[src/rtl/irq_pkg.sv]
package irq_pkg;

   // Address served for source idx: base plus a fixed stride per source.
   function automatic int unsigned irq_vec_addr(input int unsigned idx,
                                                input int unsigned base,
                                                input int unsigned stride);
      return base + idx * stride;
   endfunction

   // Rule used for the global enable: lower enum value has higher precedence.
   typedef enum logic [1:0] {
      GIE_ACK_CLEAR = 2'd0,
      GIE_SW_WRITE  = 2'd1,
      GIE_RET_SET   = 2'd2,
      GIE_HOLD      = 2'd3
   } gie_op_e;

endpackage

[src/rtl/irq_flag_bank.sv]
module irq_flag_bank #(
   parameter int unsigned NUM_SRC = 3
) (
   input  logic               clk_i,
   input  logic               rst_ni,
   input  logic [NUM_SRC-1:0] evt_i,
   input  logic [NUM_SRC-1:0] sw_clr_i,
   input  logic [NUM_SRC-1:0] ack_clr_i,
   output logic [NUM_SRC-1:0] flag_o
);

   logic [NUM_SRC-1:0] evt_q;
   logic [NUM_SRC-1:0] rise;

   always_ff @(posedge clk_i or negedge rst_ni) begin
      if (!rst_ni) evt_q <= '0;
      else         evt_q <= evt_i;
   end

   assign rise = evt_i & ~evt_q;

   for (genvar k = 0; k < NUM_SRC; k++) begin : g_src
      logic flag_q;
      logic flag_d;

      // A fresh edge wins over any clear in the same cycle.
      always_comb begin
         flag_d = flag_q;
         if (sw_clr_i[k] || ack_clr_i[k]) flag_d = 1'b0;
         if (rise[k])                     flag_d = 1'b1;
      end

      always_ff @(posedge clk_i or negedge rst_ni) begin
         if (!rst_ni) flag_q <= 1'b0;
         else         flag_q <= flag_d;
      end

      assign flag_o[k] = flag_q;
   end

endmodule

[src/rtl/irq_prio_pick.sv]
module irq_prio_pick #(
   parameter int unsigned NUM_SRC = 3
) (
   input  logic [NUM_SRC-1:0] req_i,
   output logic [NUM_SRC-1:0] grant_o,
   output logic               any_o
);

   // blocked[k] is set when some lower index is requesting.
   logic [NUM_SRC:0] blocked;

   assign blocked[0] = 1'b0;

   for (genvar k = 0; k < NUM_SRC; k++) begin : g_chain
      assign blocked[k+1] = blocked[k] | req_i[k];
      assign grant_o[k]   = req_i[k] & ~blocked[k];
   end

   assign any_o = blocked[NUM_SRC];

endmodule

[src/rtl/irq_vec_rom.sv]
module irq_vec_rom
   import irq_pkg::*;
#(
   parameter int unsigned NUM_SRC    = 3,
   parameter int unsigned PC_W       = 13,
   parameter int unsigned VEC_BASE   = 4,
   parameter int unsigned VEC_STRIDE = 4
) (
   input  logic [NUM_SRC-1:0] grant_i,
   output logic [PC_W-1:0]    vec_o
);

   // Partial OR chain over the one-hot grant.
   logic [PC_W-1:0] part [NUM_SRC+1];

   assign part[0] = '0;

   for (genvar k = 0; k < NUM_SRC; k++) begin : g_entry
      localparam int unsigned    ADDR_INT = irq_vec_addr(k, VEC_BASE, VEC_STRIDE);
      localparam logic [PC_W-1:0] ADDR    = PC_W'(ADDR_INT);
      assign part[k+1] = part[k] | (grant_i[k] ? ADDR : '0);
   end

   assign vec_o = part[NUM_SRC];

endmodule

[src/rtl/irq_vector_ctrl.sv]
module irq_vector_ctrl
   import irq_pkg::*;
#(
   parameter int unsigned NUM_SRC    = 3,
   parameter int unsigned PC_W       = 13,
   parameter int unsigned VEC_BASE   = 4,
   parameter int unsigned VEC_STRIDE = 4
) (
   input  logic               clk_i,
   input  logic               rst_ni,
   input  logic [NUM_SRC-1:0] evt_i,
   input  logic [NUM_SRC-1:0] src_en_i,
   input  logic [NUM_SRC-1:0] flag_clr_i,
   input  logic               gie_wr_i,
   input  logic               gie_wdata_i,
   input  logic               reti_i,
   input  logic               stack_full_i,
   output logic               ack_o,
   output logic               push_o,
   output logic               pc_load_o,
   output logic [PC_W-1:0]    vec_o,
   output logic [NUM_SRC-1:0] ack_src_o,
   output logic [NUM_SRC-1:0] flag_o,
   output logic               gie_o
);

   localparam int unsigned LAST_VEC = irq_vec_addr(NUM_SRC - 1, VEC_BASE, VEC_STRIDE);

   // Parameter checks made at elaboration time.
   if (NUM_SRC < 1) begin : g_bad_num
      $error("irq_vector_ctrl: NUM_SRC must be at least 1");
   end
   if (VEC_STRIDE < 1) begin : g_bad_stride
      $error("irq_vector_ctrl: VEC_STRIDE must be at least 1");
   end
   if (VEC_BASE == 0) begin : g_bad_base
      $error("irq_vector_ctrl: VEC_BASE may not collide with the reset address");
   end
   if (PC_W < 2 || PC_W > 31 || LAST_VEC >= (32'd1 << PC_W)) begin : g_bad_width
      $error("irq_vector_ctrl: PC_W too narrow for the vector table");
   end

   logic [NUM_SRC-1:0] flags;
   logic [NUM_SRC-1:0] eligible;
   logic [NUM_SRC-1:0] grant;
   logic               any_req;
   logic               take;
   logic [NUM_SRC-1:0] ack_clr;
   logic [PC_W-1:0]    vec_sel;

   logic               boot_q;
   logic               ack_q;
   logic               gie_q;
   logic [PC_W-1:0]    vec_q;
   logic [NUM_SRC-1:0] src_q;
   gie_op_e            gie_op;

   irq_flag_bank #(.NUM_SRC(NUM_SRC)) u_flags (
      .clk_i     (clk_i),
      .rst_ni    (rst_ni),
      .evt_i     (evt_i),
      .sw_clr_i  (flag_clr_i),
      .ack_clr_i (ack_clr),
      .flag_o    (flags)
   );

   assign eligible = flags & src_en_i;

   irq_prio_pick #(.NUM_SRC(NUM_SRC)) u_pick (
      .req_i   (eligible),
      .grant_o (grant),
      .any_o   (any_req)
   );

   irq_vec_rom #(
      .NUM_SRC    (NUM_SRC),
      .PC_W       (PC_W),
      .VEC_BASE   (VEC_BASE),
      .VEC_STRIDE (VEC_STRIDE)
   ) u_rom (
      .grant_i (grant),
      .vec_o   (vec_sel)
   );

   // Take only with room on the stack, the global enable set and reset over.
   assign take    = any_req & gie_q & ~stack_full_i & ~boot_q;
   assign ack_clr = take ? grant : '0;

   always_comb begin
      if (take)          gie_op = GIE_ACK_CLEAR;
      else if (gie_wr_i) gie_op = GIE_SW_WRITE;
      else if (reti_i)   gie_op = GIE_RET_SET;
      else               gie_op = GIE_HOLD;
   end

   always_ff @(posedge clk_i or negedge rst_ni) begin
      if (!rst_ni) begin
         gie_q <= 1'b0;
      end else begin
         unique case (gie_op)
            GIE_ACK_CLEAR: gie_q <= 1'b0;
            GIE_SW_WRITE:  gie_q <= gie_wdata_i;
            GIE_RET_SET:   gie_q <= 1'b1;
            default:       gie_q <= gie_q;
         endcase
      end
   end

   always_ff @(posedge clk_i or negedge rst_ni) begin
      if (!rst_ni) begin
         boot_q <= 1'b1;
         ack_q  <= 1'b0;
         vec_q  <= '0;
         src_q  <= '0;
      end else begin
         boot_q <= 1'b0;
         ack_q  <= take;
         src_q  <= ack_clr;
         if (take) vec_q <= vec_sel;
      end
   end

   assign ack_o     = ack_q;
   assign push_o    = ack_q;
   assign pc_load_o = boot_q | ack_q;
   assign vec_o     = vec_q;
   assign ack_src_o = src_q;
   assign flag_o    = flags;
   assign gie_o     = gie_q;

endmodule

[config.mk]
export PLATFORM = sky130hd
export DESIGN_NAME = irq_vector_ctrl
export DESIGN_NICKNAME = d
export VERILOG_FILES = /design/src/rtl/irq_pkg.sv /design/src/rtl/irq_flag_bank.sv /design/src/rtl/irq_prio_pick.sv /design/src/rtl/irq_vec_rom.sv /design/src/rtl/irq_vector_ctrl.sv
export SDC_FILE = /design/constraint.sdc
export NUM_CORES = 1
export LEC_CHECK = 0
export BUFFER_PORTS_ARGS = -buffer_cell sky130_fd_sc_hd__buf_2
export CAP_MARGIN = 20
export CORE_UTILIZATION = 45
export DETAILED_ROUTE_END_ITERATION = 10
export GPL_TIMING_DRIVEN = 1
export PLACE_DENSITY = 0.72
export SLEW_MARGIN = 20
export SYNTH_ARGS = -nofsm -noshare
export SYNTH_HDL_FRONTEND = slang
export SYNTH_HIERARCHICAL = 1
export SYNTH_SLANG_ARGS = --single-unit
[constraint.sdc]
create_clock -name clk_i -period 2.8 [get_ports clk_i]
set_input_delay 0.14 -clock clk_i [delete_from_list [all_inputs] [get_ports clk_i]]
set_output_delay 0.14 -clock clk_i [all_outputs]
set_load 0.1 [all_outputs]
### Word-level counts from Yosys, hierarchy flattened

Cells that the tools add are included.

* input bits: 15
* register bits: 25
* output and inout port bits: 23
* word-level logic and storage cells: 50

* mux-type cells: 14
* equal/unequal tests: 2
* bitwise operators: 17
* reductions and logical operators: 8

Operators by type and width (number)
* 13-bit bitwise OR: 1
* 13-bit by 4-bit bitwise OR with 13-bit output: 1
* 4-bit two-way mux: 2
* 1-bit two-way mux: 7
* 3-bit bitwise AND: 2
* 3-bit two-way mux: 2
* 2-bit nonzero test: 3
* 1-bit bitwise AND: 5
* 2-bit two-way mux: 2
* 1-bit NOT: 4
* 1-bit logical OR: 3
* 3-bit NOT: 1
* 1-bit bitwise OR: 3
* 1-bit case mux with 3 select lines: 1
* 3-bit nonzero test: 1
* 2-bit by 1-bit equality test with 1-bit output (second input constant): 1
* 2-bit equality test (second input constant): 1
* 2-bit logical NOT: 1

### Longest topological paths before layout

* depth in word-level cells: 10
* mapped depth: 9
* gate-level depth less buffers: 7

### Cells and area by module

Netlist, hierarchy kept.

Modules (own cells, without submodules)
* irq_vector_ctrl: seq. area each 476.7 um2, cells an instance 56, area an instance 854.6 um2, times used 1
* irq_flag_bank: seq. area each 150.1 um2, cells an instance 18, area an instance 244.0 um2, times used 1
* irq_vec_rom: seq. area each 0.0 um2, cells an instance 14, area an instance 98.8 um2, times used 1
* irq_prio_pick: seq. area each 0.0 um2, cells an instance 4, area an instance 27.5 um2, times used 1

### Worst setup path before layout

No wires, ideal clock.

* path type: register to register
* start: register u_flags.g_src[1].flag_q
* end: register gie_q (netlist: gie_o)
* buffers on the path: 2
* period minus slack after synthesis: 2.267 ns
* slack: 0.533 ns
* cell stages (with the launch flop): 10
* data required time: 2.671 ns
* arrival: 2.138 ns
* setup time: 0.129 ns
* cells stage by stage: dfrtp_1 buf_4 and2_1 or3_1 and4bb_4 buf_6 or2_2 ha_1 a21oi_1 o21ai_0

* word-level cells in the longest chain between the ends: 9
* elaborated cells on any way between the ends: 12
* classes of those cells: eq/ne: 2; mux: 2; bitwise: 6; reduce/logical: 2

RTL lines
* start: declaration: line irq_flag_bank.sv:23 `logic flag_q;`
* start signal: assignment: line irq_flag_bank.sv:35 `else flag_q <= flag_d;`
* 3-bit bitwise AND *: line irq_vector_ctrl.sv:67 `assign eligible = flags & src_en_i;`
* via eligible[1]: line irq_vector_ctrl.sv:44 `logic [NUM_SRC-1:0] eligible;`
* 1-bit bitwise OR * (2 in series): line irq_prio_pick.sv:15 `assign blocked[k+1] = blocked[k] | req_i[k];`
* via any_req: line irq_vector_ctrl.sv:46 `logic any_req;`
* 1-bit bitwise AND * (3 in series): line irq_vector_ctrl.sv:86 `assign take = any_req & gie_q & ~stack_full_i & ~boot_q;`
* via take: line irq_vector_ctrl.sv:47 `logic take;`
* 2-bit two-way mux *: line irq_vector_ctrl.sv:90 `if (take) gie_op = GIE_ACK_CLEAR;`
* 2-bit equality test (tied with other cells): line irq_vector_ctrl.sv:100 `unique case (gie_op)`
* 1-bit case mux with 3 select lines or 3-bit nonzero test (tied branches)
* end signal: assignment: line irq_vector_ctrl.sv:102 `GIE_SW_WRITE: gie_q <= gie_wdata_i;`
* end signal: assignment: line irq_vector_ctrl.sv:104 `default: gie_q <= gie_q;`
* end: declaration: line irq_vector_ctrl.sv:53 `logic gie_q;`

Mark *: on every way through the listed nets, which the timed path passes. The rest lies on a longest branch.
A chain may end at the register's enable or synchronous reset.

### Final worst setup path

* start: register u_flags.g_src[0].flag_q
* end: register gie_q (netlist: gie_o)

* word-level cells in the longest chain between the ends: 9
* elaborated cells on any way between the ends: 12
* classes of those cells: eq/ne: 2; mux: 2; bitwise: 6; reduce/logical: 2

RTL lines (line)
* start: declaration: irq_flag_bank.sv:23
* start signal: assignment: irq_flag_bank.sv:35
* 3-bit bitwise AND *: irq_vector_ctrl.sv:67
* via eligible[0]: irq_vector_ctrl.sv:44
* 1-bit bitwise OR * (2 in series): irq_prio_pick.sv:15
* via any_req: irq_vector_ctrl.sv:46
* 1-bit bitwise AND * (3 in series): irq_vector_ctrl.sv:86
* 2-bit two-way mux *: irq_vector_ctrl.sv:90
* 2-bit equality test (tied with other cells): irq_vector_ctrl.sv:100
* 1-bit case mux with 3 select lines or 3-bit nonzero test (tied branches)

Marked as above.

==> results.md <==
* Grt total ovfl at 0
* Core Region at 0.00252 mm^2
* Routed vias at 713
* Filler Cell Count at 228
* Dpl hpwl at 1400 um
* Avg Inst Size Synth at 13.3 um^2
* CTS max path bufs at 2
* Least-Margin Pin Slew at 529 ps
* Hold crit path type: primary input to register
* Remaining DRCs at 0
* Final min period at 2110 ps
* Clock sinks at 25
* Max rail drop VDD at 0.832 mV
* Routability congestion estimate at 0.625
* Lkg Pwr at 0.782 nW
* Clock Latency Late Sink at 320 ps
* CP arrival at 2330 ps
* Layout cell share with drive strength beyond 1 at 0.462
* Unrepaired setup endpoints after global routing: false
* Commonest non-fill, non-tap cells in the layout: buf_2, dfrtp_1, mux2_4, conb_1
* Power Density at 999 mW/mm^2
* Port-buffer cells at 37
* Finished Layout Cells at 162
* Ant diodes at 0
* CP Class: register to register
* Mapped Area at 0.00122 mm^2
* Worst Clk Skew at 10.1 ps
* First drt pass iteration count at 2
* Worst stage delay on the critical path at 420 ps
* Gr usage total at 0.145
* Final cycle utilization of the critical path at 0.755
* R2r setup slk at 690 ps
* Reg-to-reg critical path endpoint: gie_o
* CTS tree: built
* Buf+Inv Stages, Crit Path at 0
* Startpoint Class: register
* Post-DR wirelength/cell at 11.8 um
* Post-DRT Antenna Nets at 0
* Placed cells at 151
* Final WL at 1910 um
* Worst hold path depth at 3
* Synth-to-layout area growth at 16.9%
* Vias in the first global route at 704
* Critical path cell sequence: and2_1 -> or3_1 -> and4bb_4 -> or2_2 -> ha_1 -> a21oi_1 -> o21ai_0
* Critical Path Slowest Stage Cell: dfrtp_1
* First-pass GRT wire length at 2930 um
* Num CTS Buffers at 3
* Die Footprint at 0.00293 mm^2
* Max Slew Vio Count at 0
* Initial core utilization at 0.486
* Hold Violations, Final at 0
* Hold Path Sink: gie_o
* Most common cell after layout, fill and taps aside: buf_2
* Sequential share of the synthesized area at 0.512
* PnR Total Power at 1.43 mW
* Yosys warns at 6
* Rows at 18
* Kind of cell adding the most delay to the critical path: simple AND/OR/NAND/NOR gates
* Post-Synthesis Cells at 92
* Crit end category: register
* Worst Path Max Fanout at 21
* Post-route cell area at 0.00143 mm^2
* Nets at 151
* Register area at 627 um^2
* Max-Cap Viols at 0
* Chip width at 54.2 um
* Relative slew margins at 0.647
* Seq cells post-synth at 25
* Count of unique library cells instantiated by Yosys at 24
* Largest net degree at the start of global routing at 26
* Initial antenna violation count at 0
* Htree depth at 1
* Reg2reg path depth at 7
* # setup viols final at 0
* FMAX at 473 MHz
* Vias per std cell at 4.40
* CTS clock-pin slew for the worst setup and hold paths at 130 ps
* Final setup TNS at 0 ps
* Status: complete, no violations
* Root Buffer: clkbuf_4
* Worst min-delay path startpoint: gie_wdata_i
* Placed cell area at 0.00133 mm^2
* Area of the multi-input gates at 458 um^2
* Io pins at 38
* Initial detailed-routing violation count at 1
* Reg-to-Reg Start: u_flags/g_src[0].flag_q
* Die Ht at 54.2 um
* Critical Path RT at 3020 ps
[power breakdown]
part | switching, mW | internal [mW]
clock network | 0.104 | 0.0535
logic | 0.631 | 0.161
registers | 0.0437 | 0.437
total | 0.779 | 0.651
[what timing repair did]
action,4_1_cts,5_1_grt
hold endpoints to repair,30,0
setup buffers,0,0
resized for setup,0,0
hold buffers,7,0
[worst max-delay path by stage]
| stage | cells past startpoint | from | slack, ps | end |
|---|---|---|---|---|
| 5_1_grt | 7 | u_flags/g_src[0].flag_q | 560 | gie_o |
| 2_1_floorplan | 9 | u_flags/g_src[1].flag_q | 530 | gie_o |
| 3_5_place_dp | 7 | u_flags/g_src[0].flag_q | 680 | gie_o |
| 6_report | 7 | u_flags/g_src[0].flag_q | 690 | gie_o |
| 3_3_place_gp | 7 | u_flags/g_src[0].flag_q | 780 | gie_o |
| 4_1_cts | 7 | u_flags/g_src[0].flag_q | 680 | gie_o |
[final cells by class]
cell class	instances	share of cell area
sequential	25	0.438
inverter	7	0.0184
multi-input combinational	52	0.320
clock inverter	1	0.00350
tap	30	0.0262
clock buffer	3	0.0157
timing repair buffer	44	0.178
[layer usage]
metal,up-vias,track usage,share of wire
met4,0,0.0256,0
li1,350,-,-
met1,337,0.153,0.43
met2,26,0.264,0.51
met3,0,0.0650,0.063
met5,-,0,0
[flip-flops by register name, indices dropped and copies added (netlist names)]
signal                flops
ack_o                     1
ack_src_o                 3
boot_q                    1
gie_o                     1
u_flags/evt_q             3
u_flags/g_src.flag_q      3
vec_o                    13
[cell usage after synthesis]
cell / n / area share
o21ai_0: 1 / 0.0041
buf_12: 1 / 0.016
mux2_2: 1 / 0.0092
dfrtp_1: 24 / 0.49
ha_1: 3 / 0.031
and2_1: 6 / 0.031
conb_1: 2 / 0.0061
inv_1: 7 / 0.021
and4bb_4: 1 / 0.013
nand2b_1: 1 / 0.0051
nor2_1: 1 / 0.0031
mux2_4: 12 / 0.15
dfstp_2: 1 / 0.021
a21o_1: 1 / 0.0061
buf_6: 1 / 0.0092
or3_1: 1 / 0.0051
nand2_1: 1 / 0.0031
a21oi_1: 2 / 0.0082
or2_1: 2 / 0.010
or2_2: 2 / 0.010
nor2b_1: 1 / 0.0051
nor3b_1: 1 / 0.0061
buf_4: 16 / 0.098
o32ai_2: 3 / 0.040
[stage by stage]
| stage | util | worst slack [ps] | hold WS [ps] |
|---|---|---|---|
| floorplan | - | 533 | -156 |
| global placement | 0.529 | 785 | 147 |
| detailed placement | 0.529 | 680 | 156 |
| CTS | 0.567 | 681 | 105 |
| global route | 0.567 | 565 | 125 |
| finish | 0.567 | 685 | 122 |
[cell families after synthesis]
logic type	synth area share
buffers and inverters	0.145
DFF	0.512
and+or+nand+nor	0.0919
muxes	0.156
AOI/OAI and AO/OA	0.0582
adders and majority gates	0.0306
other	0.00613
[worst register-to-register path, delay by kind of cell, from the launching register on]
kind	cells	cell delay, ps
simple gates	4	1200
flops	1	420
compound gates	2	220
fa+ha+maj	1	180
No activity file was read; power rests on OpenSTA's default activity.
